### src/rtl/slice_alu_pkg.sv
`timescale 1ns/1ps
package slice_alu_pkg;
  localparam int SEL_W = 4;

  typedef struct packed {
    logic prop;
    logic gen;
    logic half;
  } bit_terms_t;
endpackage

### src/rtl/slice_alu_cell.sv
`timescale 1ns/1ps
// Per-bit term former: builds propagate, generate and half-sum from one
// operand bit pair under the function select.
module slice_alu_cell
  import slice_alu_pkg::*;
(
  input  logic             a_i,
  input  logic             b_i,
  input  logic [SEL_W-1:0] sel_i,
  output bit_terms_t       terms_o
);
  logic b_pass;
  logic b_inv;

  always_comb begin
    b_pass       = b_i & sel_i[0];
    b_inv        = ~b_i & sel_i[1];
    terms_o.prop = a_i | b_pass | b_inv;
    terms_o.gen  = a_i & ((b_i & sel_i[3]) | (~b_i & sel_i[2]));
    // gen implies prop, so prop & ~gen is the exclusive-or of the addends
    terms_o.half = terms_o.prop & ~terms_o.gen;
  end
endmodule

### src/rtl/slice_alu_lookahead.sv
`timescale 1ns/1ps
// Flat carry lookahead: every carry is a two-level sum of products.
module slice_alu_lookahead #(
  parameter int W = 4
) (
  input  logic [W-1:0] prop_i,
  input  logic [W-1:0] gen_i,
  input  logic         cin_i,
  output logic [W-1:0] carry_o,
  output logic         cout_o,
  output logic         grp_prop_o,
  output logic         grp_gen_o
);
  logic [W:0] carries;

  always_comb begin
    logic acc;
    logic term;
    carries = '0;
    for (int i = 0; i <= W; i++) begin
      acc = cin_i;
      for (int j = 0; j < i; j++) acc = acc & prop_i[j];
      for (int j = 0; j < i; j++) begin
        term = gen_i[j];
        for (int k = j + 1; k < i; k++) term = term & prop_i[k];
        acc = acc | term;
      end
      carries[i] = acc;
    end
  end

  always_comb begin
    logic acc;
    logic term;
    acc = 1'b0;
    for (int j = 0; j < W; j++) begin
      term = gen_i[j];
      for (int k = j + 1; k < W; k++) term = term & prop_i[k];
      acc = acc | term;
    end
    grp_gen_o = acc;
  end

  assign grp_prop_o = &prop_i;
  assign carry_o    = carries[W-1:0];
  assign cout_o     = carries[W];
endmodule

### src/rtl/slice_alu_sum.sv
`timescale 1ns/1ps
// Result stage: merges half-sums with carries (arithmetic) or forces the
// inverted half-sum (logic), then decodes the all-ones flag.
module slice_alu_sum #(
  parameter int W = 4
) (
  input  logic [W-1:0] half_i,
  input  logic [W-1:0] carry_i,
  input  logic         logic_mode_i,
  output logic [W-1:0] res_o,
  output logic         all_ones_o
);
  genvar gi;
  generate
    for (gi = 0; gi < W; gi++) begin : g_bit
      assign res_o[gi] = half_i[gi] ^ (logic_mode_i | carry_i[gi]);
    end
  endgenerate

  assign all_ones_o = &res_o;
endmodule

### src/rtl/slice_alu.sv
`timescale 1ns/1ps
module slice_alu
  import slice_alu_pkg::*;
#(
  parameter int WIDTH = 4
) (
  input  logic [WIDTH-1:0] opa_i,
  input  logic [WIDTH-1:0] opb_i,
  input  logic [SEL_W-1:0] sel_i,
  input  logic             logic_mode_i,
  input  logic             carry_in_n_i,
  output logic [WIDTH-1:0] res_o,
  output logic             carry_out_n_o,
  output logic             grp_prop_n_o,
  output logic             grp_gen_n_o,
  output logic             eq_o
);
  bit_terms_t [WIDTH-1:0] terms;
  logic [WIDTH-1:0] prop_v;
  logic [WIDTH-1:0] gen_v;
  logic [WIDTH-1:0] half_v;
  logic [WIDTH-1:0] carry_v;
  logic             cout_hi;
  logic             gp_hi;
  logic             gg_hi;

  genvar gi;
  generate
    for (gi = 0; gi < WIDTH; gi++) begin : g_cell
      slice_alu_cell u_cell (
        .a_i     (opa_i[gi]),
        .b_i     (opb_i[gi]),
        .sel_i   (sel_i),
        .terms_o (terms[gi])
      );
      assign prop_v[gi] = terms[gi].prop;
      assign gen_v[gi]  = terms[gi].gen;
      assign half_v[gi] = terms[gi].half;
    end
  endgenerate

  slice_alu_lookahead #(.W(WIDTH)) u_cla (
    .prop_i     (prop_v),
    .gen_i      (gen_v),
    .cin_i      (~carry_in_n_i),
    .carry_o    (carry_v),
    .cout_o     (cout_hi),
    .grp_prop_o (gp_hi),
    .grp_gen_o  (gg_hi)
  );

  slice_alu_sum #(.W(WIDTH)) u_sum (
    .half_i       (half_v),
    .carry_i      (carry_v),
    .logic_mode_i (logic_mode_i),
    .res_o        (res_o),
    .all_ones_o   (eq_o)
  );

  assign carry_out_n_o = ~cout_hi;
  assign grp_prop_n_o  = ~gp_hi;
  assign grp_gen_n_o   = ~gg_hi;
endmodule

### config.mk
export PLATFORM = sky130hd
export DESIGN_NAME = slice_alu
export DESIGN_NICKNAME = d
export VERILOG_FILES = /design/src/rtl/slice_alu_pkg.sv /design/src/rtl/slice_alu_cell.sv /design/src/rtl/slice_alu_lookahead.sv /design/src/rtl/slice_alu_sum.sv /design/src/rtl/slice_alu.sv
export SDC_FILE = /design/constraint.sdc
export NUM_CORES = 1
export LEC_CHECK = 0
export BUFFER_PORTS_ARGS = -buffer_cell sky130_fd_sc_hd__buf_2
export CELL_PAD_IN_SITES_DETAIL_PLACEMENT = 0
export CELL_PAD_IN_SITES_GLOBAL_PLACEMENT = 1
export CORE_AREA = 2 2 39 41
export DETAILED_ROUTE_END_ITERATION = 8
export DIE_AREA = 0 0 41 43
export PLACE_DENSITY = 0.77
export SLEW_MARGIN = 5
export SYNTH_ARGS = -nofsm -noshare
export SYNTH_HDL_FRONTEND = slang
export SYNTH_SLANG_ARGS = --single-unit
### constraint.sdc
create_clock -name vclk -period 4.2
set_input_delay 0.42 -clock vclk [all_inputs]
set_output_delay 0.42 -clock vclk [all_outputs]
set_load 0.03 [all_outputs]
==> impl_metrics.csv, run 1 <==
group,metric,value,unit
route,postRouteAntennaNets,0,
timing,fin_tns_setup,0,ns
global_route,antenna_found_initial,0,
setup_path,cp.required,3.78,ns
power,power_density,167,nW/µm²
global_route,overflow,0,
timing,fmax,0.412,GHz
setup_path,cpMostUsedCell,"buf_2",
floorplan,top_level_i_o_count,22,
timing,final_max_slew_viol_count,0,
setup_path,cpPeakStageDelay,0.37,ns
route,drt_drc_violations_left,0,
final_layout,final_nets,86,
route,wl_per_cell,11.2,µm
floorplan,rows,14,
setup_path,start_kind,"input pin",
logic_synthesis,synthesis.yosys.warnings,0,
timing,min_period,2.43,ns
clocking,ctsResizeCount,0,
logic_synthesis,yosysSeqAreaShare,0,%
setup_path,worstSetupEndpointType,"primary output",
clocking,post_cts_hold_buffer_count,0,
final_layout,final_util,35.6,%
logic_synthesis,post_synth.cell_area_avg,7.56,µm²
setup_path,beginning_of_the_critical_path,"opb_i[1]",
floorplan,die_h,43,µm
floorplan,floorplan.die.width,41,µm
clocking,post-cts-setup-buffers,0,
setup_path,worstPathMaxFanout,5,
logic_synthesis,mappedNetlistArea,363,µm²
logic_synthesis,netlist.area_leader.share,12.4,%
route,detail_route.first_pass.iterations,2,
timing,final_cycle_utilization_of_the_critical_path,57.8,%
setup_path,critPathKind,"in2out",
final_layout,drive_above_1_share,41.4,%
logic_synthesis,synth_cell_types,27,
floorplan,start_util,26.2,%
floorplan,dieArea,1760,µm²
logic_synthesis,yosysTopAreaCell,"mux2_2",
global_route,grt_pass1_wl,1480,µm
global_route,track_usage,11.3,%
global_route,grt_max_degree,8,
power,maximum_vdd_drop,0.0829,mV
outcome,outcome,"finished clean",
place,placement.io_buffers,22,
route,vias_per_cell,5.13,
logic_synthesis,synthesis.instances,48,
hold_path,min-delay-start,"carry_in_n_i",
logic_synthesis,synthesis.nets,62,
place,dp_worst_setup_slack,1.77,ns
final_layout,sequential_cell_total,0,
timing,final-hold-violation-count,0,
timing,setup_viol_count_final,0,
logic_synthesis,synth_top_cells_by_area,"mux2_2 12%, mux2i_1 8.3%, and2_1 6.9%, nor2b_1 5.2%, o21bai_4 5.2%",
power,power_leakage,0.222,nW
final_layout,clock_buffer_count,0,
floorplan,core-area,1380,µm²
timing,slew-limit-headroom,62.0,%
final_layout,areaGrowthSynthToFinish,35.9,%
route,total_wirelength,961,µm
place,gp_congestion,0.768,
job,max_cap_violations,0,
timing,layout_setup_ws,1.77,ns
timing,grt_setup_unrepaired,"false",
setup_path,cp_slowest_cell,"o311a_1",
hold_path,min-delay-path-class,"in2out",
timing,actual_slew_at_the_worst_max_slew_pin,0.555,ns
global_route,vias_in_the_first_global_route,359,
route,total_vias_in_the_final_route,441,
setup_path,cp_data_arrival_time,2.01,ns
final_layout,ff_latch_area,0,µm²
logic_synthesis,synth.cells.most_frequent,"4 x and2_1, 4 x mux2_2, 4 x nand2_1, 4 x nor2_1",
route,number_of_violations_reported_at_the_end_of_detailed_routing_iteration_0,7,
final_layout,n_antenna_cell,0,
setup_path,worstPathCellList,"buf_2, mux2_2, nand2_1, a311oi_1, o311a_1, nor4b_1, buf_2",
cell usage in the layout, fill, tap and decap left out:
| cell | netlist | layout |
|---|---|---|
| and2_1 | 4 | 4 |
| nand3_1 | 1 | 1 |
| inv_1 | 1 | 1 |
| a21oi_1 | 3 | 3 |
| o2111a_1 | 1 | 1 |
| xor2_1 | 1 | 1 |
| o311a_1 | 1 | 1 |
| a311oi_1 | 1 | 1 |
| or2_1 | 1 | 1 |
| o21bai_4 | 1 | 1 |
| or3b_2 | 1 | 1 |
| a211oi_1 | 2 | 2 |
| o21ai_0 | 3 | 3 |
| buf_2 | 0 | 22 |
| mux2_2 | 4 | 4 |
| a2111o_1 | 1 | 1 |
| o21ba_1 | 1 | 1 |
| nand2_1 | 4 | 4 |
| nor2b_1 | 3 | 3 |
| a2111oi_0 | 1 | 1 |
| a211o_1 | 1 | 1 |
| nor2_1 | 4 | 4 |
| nor4b_1 | 1 | 1 |
| mux2i_1 | 3 | 3 |
| o311ai_1 | 1 | 1 |
| mux2_4 | 1 | 1 |
| xnor2_1 | 1 | 1 |
| o211ai_1 | 1 | 1 |
metrics by stage:
stage	hold WS (ns)	area, µm²	std cells	total power (W)
final	1.27	493	86	0.0000822
after global routing	1.29	493	86	0.0000902
after CTS	1.28	493	86	0.0000832
after detailed placement	1.27	493	86	0.0000827
after global placement	1.28	493	86	0.0000827
after floorplan	1.11	363	48	0.0000564
routing by layer:
| metal | vias to the layer above | track usage (%) | part of all wire [%] |
|---|---|---|---|
| li1 | 237 | - | - |
| met1 | 188 | 17.7 | 51 |
| met2 | 16 | 17.8 | 40 |
| met3 | 0 | 0 | 8.7 |
| met4 | 0 | 0 | 0 |
| met5 | - | 0 | 0 |
worst paths after layout:
path,to,slack [ns],cells past startpoint
setup / recovery,eq_o,1.77,7
hold / removal,res_o[0],1.27,4
cells by family after synthesis:
kind of cell              after synthesis  share of synthesized area [%]
and+or+nand+nor                        19                           28.3
AOI/OAI and AO/OA                      18                           41.0
buffers and inverters                   1                           1.03
muxes                                   8                           24.8
xor gates and xnor gates                2                           4.83
where the power goes:
part / switching (W) / internal (W)
registers: 0 / 0
clock network: 0 / 0
logic: 0.0000498 / 0.0000325
worst max-delay path, delay by kind of cell:
kind / cells / cell delay (ns)
compound gates: 2 / 0.51
simple gates: 2 / 0.42
buf+inv: 2 / 0.34
mux: 1 / 0.32
final cells by class:
class              count  area (µm²)
multi-input cells     47         359
fillers              158         891
well taps             16        20.0
repair buffers        22         110
inverters              1        3.75
Note: power is estimated with default switching activity, not from simulation.
==> run 2: changes to the inputs <==
Settings changed: PLACE_DENSITY 0.77 to 0.8.
Clock period 4.2 ns to 2.1 ns, I/O delays scaled along.
==> impl_metrics.csv, run 2 (synthesis results as in run 1) <==
group,metric,value,unit
outcome,outcome,"finished clean",
timing,layout_setup_ws,0.0912,ns
setup_path,crit_buf_inv,2,
route,total_vias_in_the_final_route,453,
route,number_of_violations_reported_at_the_end_of_detailed_routing_iteration_0,7,
timing,setup_viol_count_final,0,
route,total_wirelength,1010,µm
place,count_of_placed_standard_cells_including_taps,89,
hold_path,min-delay-start,"carry_in_n_i",
setup_path,start_kind,"input pin",
final_layout,instances_no_fill,89,
setup_path,critical_path_depth,7,
timing,slew-limit-headroom,73.4,%
hold_path,min-delay-path-class,"in2out",
final_layout,clock_buffer_count,0,
final_layout,filler_cell_count,148,
final_layout,ff_latch_area,0,µm²
route,detail_route.first_pass.iterations,3,
setup_path,beginning_of_the_critical_path,"opb_i[0]",
floorplan,start_util,26.2,%
setup_path,worstPathCellList,"buf_2, mux2_4, o21bai_4, a311oi_1, o311a_1, nor4b_4, buf_4",
route,wl_per_cell,11.3,µm
timing,timing.hold.ws,0.850,ns
global_route,grt_max_degree,8,
final_layout,n_antenna_cell,0,
setup_path,critPathKind,"in2out",
floorplan,die_h,43,µm
final_layout,drive_above_1_share,47.9,%
route,postRouteAntennaNets,0,
global_route,track_usage,10.7,%
floorplan,core-area,1380,µm²
setup_path,cpLargestDelayFamily,"compound AO/OA/AOI/OAI gates",
final_layout,final_nets,89,
final_layout,areaGrowthSynthToFinish,51.0,%
place,placement.io_buffers,22,
timing,fmax,0.498,GHz
final_layout,sequential_cell_total,0,
place,gp_congestion,0.731,
setup_path,cp_slowest_cell,"o311a_1",
floorplan,top_level_i_o_count,22,
timing,final-hold-violation-count,0,
setup_path,worstPathMaxFanout,4,
timing,final_max_slew_viol_count,0,
floorplan,floorplan.die.width,41,µm
setup_path,cp_data_arrival_time,1.80,ns
job,max_cap_violations,0,
place,dp_worst_setup_slack,0.0511,ns
route,vias_per_cell,5.09,
timing,final_cycle_utilization_of_the_critical_path,95.7,%
setup_path,cp.required,1.89,ns
setup_path,worstSetupEndpointType,"primary output",
final_layout,most_common_library_cell_in_the_layout_ignoring_fill_and_taps,"buf_2",
global_route,grt_pass1_wl,1410,µm
power,power_leakage,0.245,nW
timing,actual_slew_at_the_worst_max_slew_pin,0.388,ns
timing,min_period,2.01,ns
global_route,overflow,0,
setup_path,cpPeakStageDelay,0.40,ns
hold_path,hold-path-cell-count,4,
global_route,antenna_found_initial,0,
clocking,post-cts-setup-buffers,0,
clocking,post_cts_hold_buffer_count,0,
route,drt_drc_violations_left,0,
global_route,vias_in_the_first_global_route,353,
floorplan,dieArea,1760,µm²
floorplan,rows,14,
power,maximum_vdd_drop,0.166,mV
power,power_density,334,nW/µm²
==> run 2: changes by cell type in the layout (fill, tap and decap cells not counted), sizes merged <==
| cell | before | now |
|---|---|---|
| buf | 22 | 25 |
==> run 2: final timing paths <==
path	end	slack, ns
min	res_o[0]	0.85
max	eq_o	0.09
==> run 2: where the power goes <==
part	leakage [nW]	internal, W	switching [W]
Combinational	0.245	0.0000760	0.000107
Sequential	0	0	0
Clock	0	0	0
Total	0.245	0.0000760	0.000107
==> run 2: through the flow <==
stage | TNS (ns) | util (%) | power (W) | cell area [µm²]
after global routing | -0.0170 | 39.6 | 0.000199 | 548
after floorplan | 0 | - | 0.000122 | 385
after CTS | 0 | 38.9 | 0.000181 | 538
after detailed placement | 0 | 38.9 | 0.000180 | 538
final | 0 | 39.6 | 0.000183 | 548
after global placement | 0 | 38.9 | 0.000180 | 538
==> run 2: repair_timing <==
action,in CTS,in global routing
gates resized for setup,0,3
setup endpoints to repair,0,1
endpoints found under the hold margin,0,0
==> run 2: metal layers <==
| metal | part of all wire (%) | vias to the layer above | track usage, % |
|---|---|---|---|
| met5 | 0 | - | 0 |
| met4 | 0 | 0 | 0 |
| met3 | 6.7 | 0 | 0 |
| met2 | 42 | 17 | 16.6 |
| met1 | 51 | 196 | 17.1 |
| li1 | - | 240 | - |
==> run 2: area by class of cell <==
class                           instances  area (µm²)  share of cell area [%]
Inverter                                1        3.75                   0.685
Tap cell                               16        20.0                    3.65
Multi-Input combinational cell         47         389                    71.0
Timing Repair Buffer                   25         135                    24.7
==> run 3: changes to the inputs <==
Settings changed: RECOVER_POWER set to 100, SLEW_MARGIN 5 to unset.
==> impl_metrics.csv, run 3 (synthesis results as in run 1) <==
group,metric,value,unit
setup_path,start_kind,"input pin",
hold_path,hold-path-cell-count,4,
timing,fmax,0.498,GHz
final_layout,mostFrequentLayoutCells,"16 x buf_2, 6 x clkbuf_1",
final_layout,areaGrowthSynthToFinish,48.3,%
power,internal_power,0.0000710,W
setup_path,critPathKind,"in2out",
final_layout,sequential_cell_total,0,
power,maximum_vdd_drop,0.161,mV
place,placement.io_buffers,22,
setup_path,worstSetupEndpointType,"primary output",
timing,final-hold-violation-count,0,
floorplan,rows,14,
power,power_switching,0.000108,W
power,power.combinational.fraction,100.0,%
job,max_cap_violations,0,
timing,slew-limit-headroom,75.3,%
global_route,antenna_found_initial,0,
setup_path,cp_data_arrival_time,1.80,ns
global_route,track_usage,10.7,%
global_route,grt.met1_usage,17.1,%
setup_path,cpPeakStageDelay,0.40,ns
route,total_wirelength,1010,µm
final_layout,most_common_library_cell_in_the_layout_ignoring_fill_and_taps,"buf_2",
global_route,grt_max_degree,8,
floorplan,core-area,1380,µm²
final_layout,n_antenna_cell,0,
power,share_clk_of_total_power,0,%
route,postRouteAntennaNets,0,
timing,fin_tns_setup,0,ns
setup_path,crit_buf_inv,2,
final_layout,final_util,38.9,%
route,number_of_violations_reported_at_the_end_of_detailed_routing_iteration_0,3,
floorplan,start_util,26.2,%
floorplan,top_level_i_o_count,22,
global_route,overflow,0,
final_layout,filler_cell_count,152,
power,sequential_cell_fraction_of_total_power,0,%
route,detail_route.first_pass.iterations,3,
setup_path,worstPathCellList,"buf_2, mux2_4, o21bai_4, a311oi_1, o311a_1, nor4b_4, buf_4",
final_layout,ff_latch_area,0,µm²
route,drt_drc_violations_left,0,
final_layout,clock_buffer_count,0,
final_layout,final_nets,89,
setup_path,critical_path_depth,7,
power,power_density,332,nW/µm²
timing,final_max_slew_viol_count,0,
place,gp_congestion,0.731,
setup_path,cp.required,1.89,ns
clocking,post-cts-setup-buffers,0,
floorplan,dieArea,1760,µm²
floorplan,die_h,43,µm
route,total_vias_in_the_final_route,453,
power,power_switching_share,60.2,%
setup_path,worstPathMaxFanout,4,
global_route,vias_in_the_first_global_route,353,
final_layout,drive_above_1_share,39.7,%
floorplan,floorplan.die.width,41,µm
power,power_leakage,0.227,nW
hold_path,min-delay-path-class,"in2out",
global_route,groute.layer.met3.usage,0,%
timing,timing.hold.ws,0.885,ns
timing,setup_viol_count_final,0,
outcome,outcome,"finished clean",
timing,final_cycle_utilization_of_the_critical_path,95.6,%
setup_path,cpLargestDelayFamily,"compound AO/OA/AOI/OAI gates",
route,wl_per_cell,11.3,µm
clocking,post_cts_hold_buffer_count,0,
route,vias_per_cell,5.09,
timing,min_period,2.01,ns
global_route,grt_pass1_wl,1410,µm
global_route,grt_use_met2,16.6,%
setup_path,cp_slowest_cell,"o311a_1",
global_route,busiest_layer_in_global_routing,"met1",
timing,actual_slew_at_the_worst_max_slew_pin,0.361,ns
-- run 3: changes by cell type in the layout (fill, tap and decap cells not counted), sizes merged --
cell	change
clkbuf	+6
buf	-6
-- run 3: repair_timing --
item	4_1_cts	5_1_grt
resized for setup	0	3
endpoints found under the hold margin	0	0
endpoints found under the setup margin	0	1
-- run 3: power groups by stage --
stage	sequential [W]	clock [W]	combinational (W)
2_1_floorplan	0	0	0.000122
3_3_place_gp	0	0	0.000180
3_5_place_dp	0	0	0.000180
4_1_cts	0	0	0.000181
5_1_grt	0	0	0.000194
6_report	0	0	0.000179
-- run 3: per-layer routing --
layer  wire length [µm]  vias up  part of all wire [%]
met5                  0        -                     0
met4                  0        0                     0
met3                 68        0                   6.8
met2                425       17                    42
met1                512      196                    51
li1                   -      240                     -
-- run 3: path summary, 6_finish.rpt --
kind                         start        to
worst min-delay path  carry_in_n_i  res_o[0]
worst max-delay path      opb_i[0]      eq_o
-- run 3: layout make-up --
cell class,count,area (µm²),share of cell area (%)
multi-input combinational,47,389,72.3
inverter,1,3.75,0.698
timing repair buffer,25,125,23.3
tap,16,20.0,3.72
-- run 3: through the flow --
step                      cells  setup slack [ns]  cell area (µm²)  power, W
final                        89            0.0924              538  0.000179
after global routing         89           -0.0170              538  0.000194
after CTS                    89            0.0438              538  0.000181
after detailed placement     89            0.0511              538  0.000180
after global placement       89            0.0731              538  0.000180
after floorplan              48            0.0360              385  0.000122
-- run 3: worst min-delay path: cells and delay by family --
| family | cells | cell delay, ns |
|---|---|---|
| AND/OR/NAND/NOR | 1 | 0.07 |
| buffers and inverters | 2 | 0.32 |
| XOR/XNOR | 1 | 0.08 |
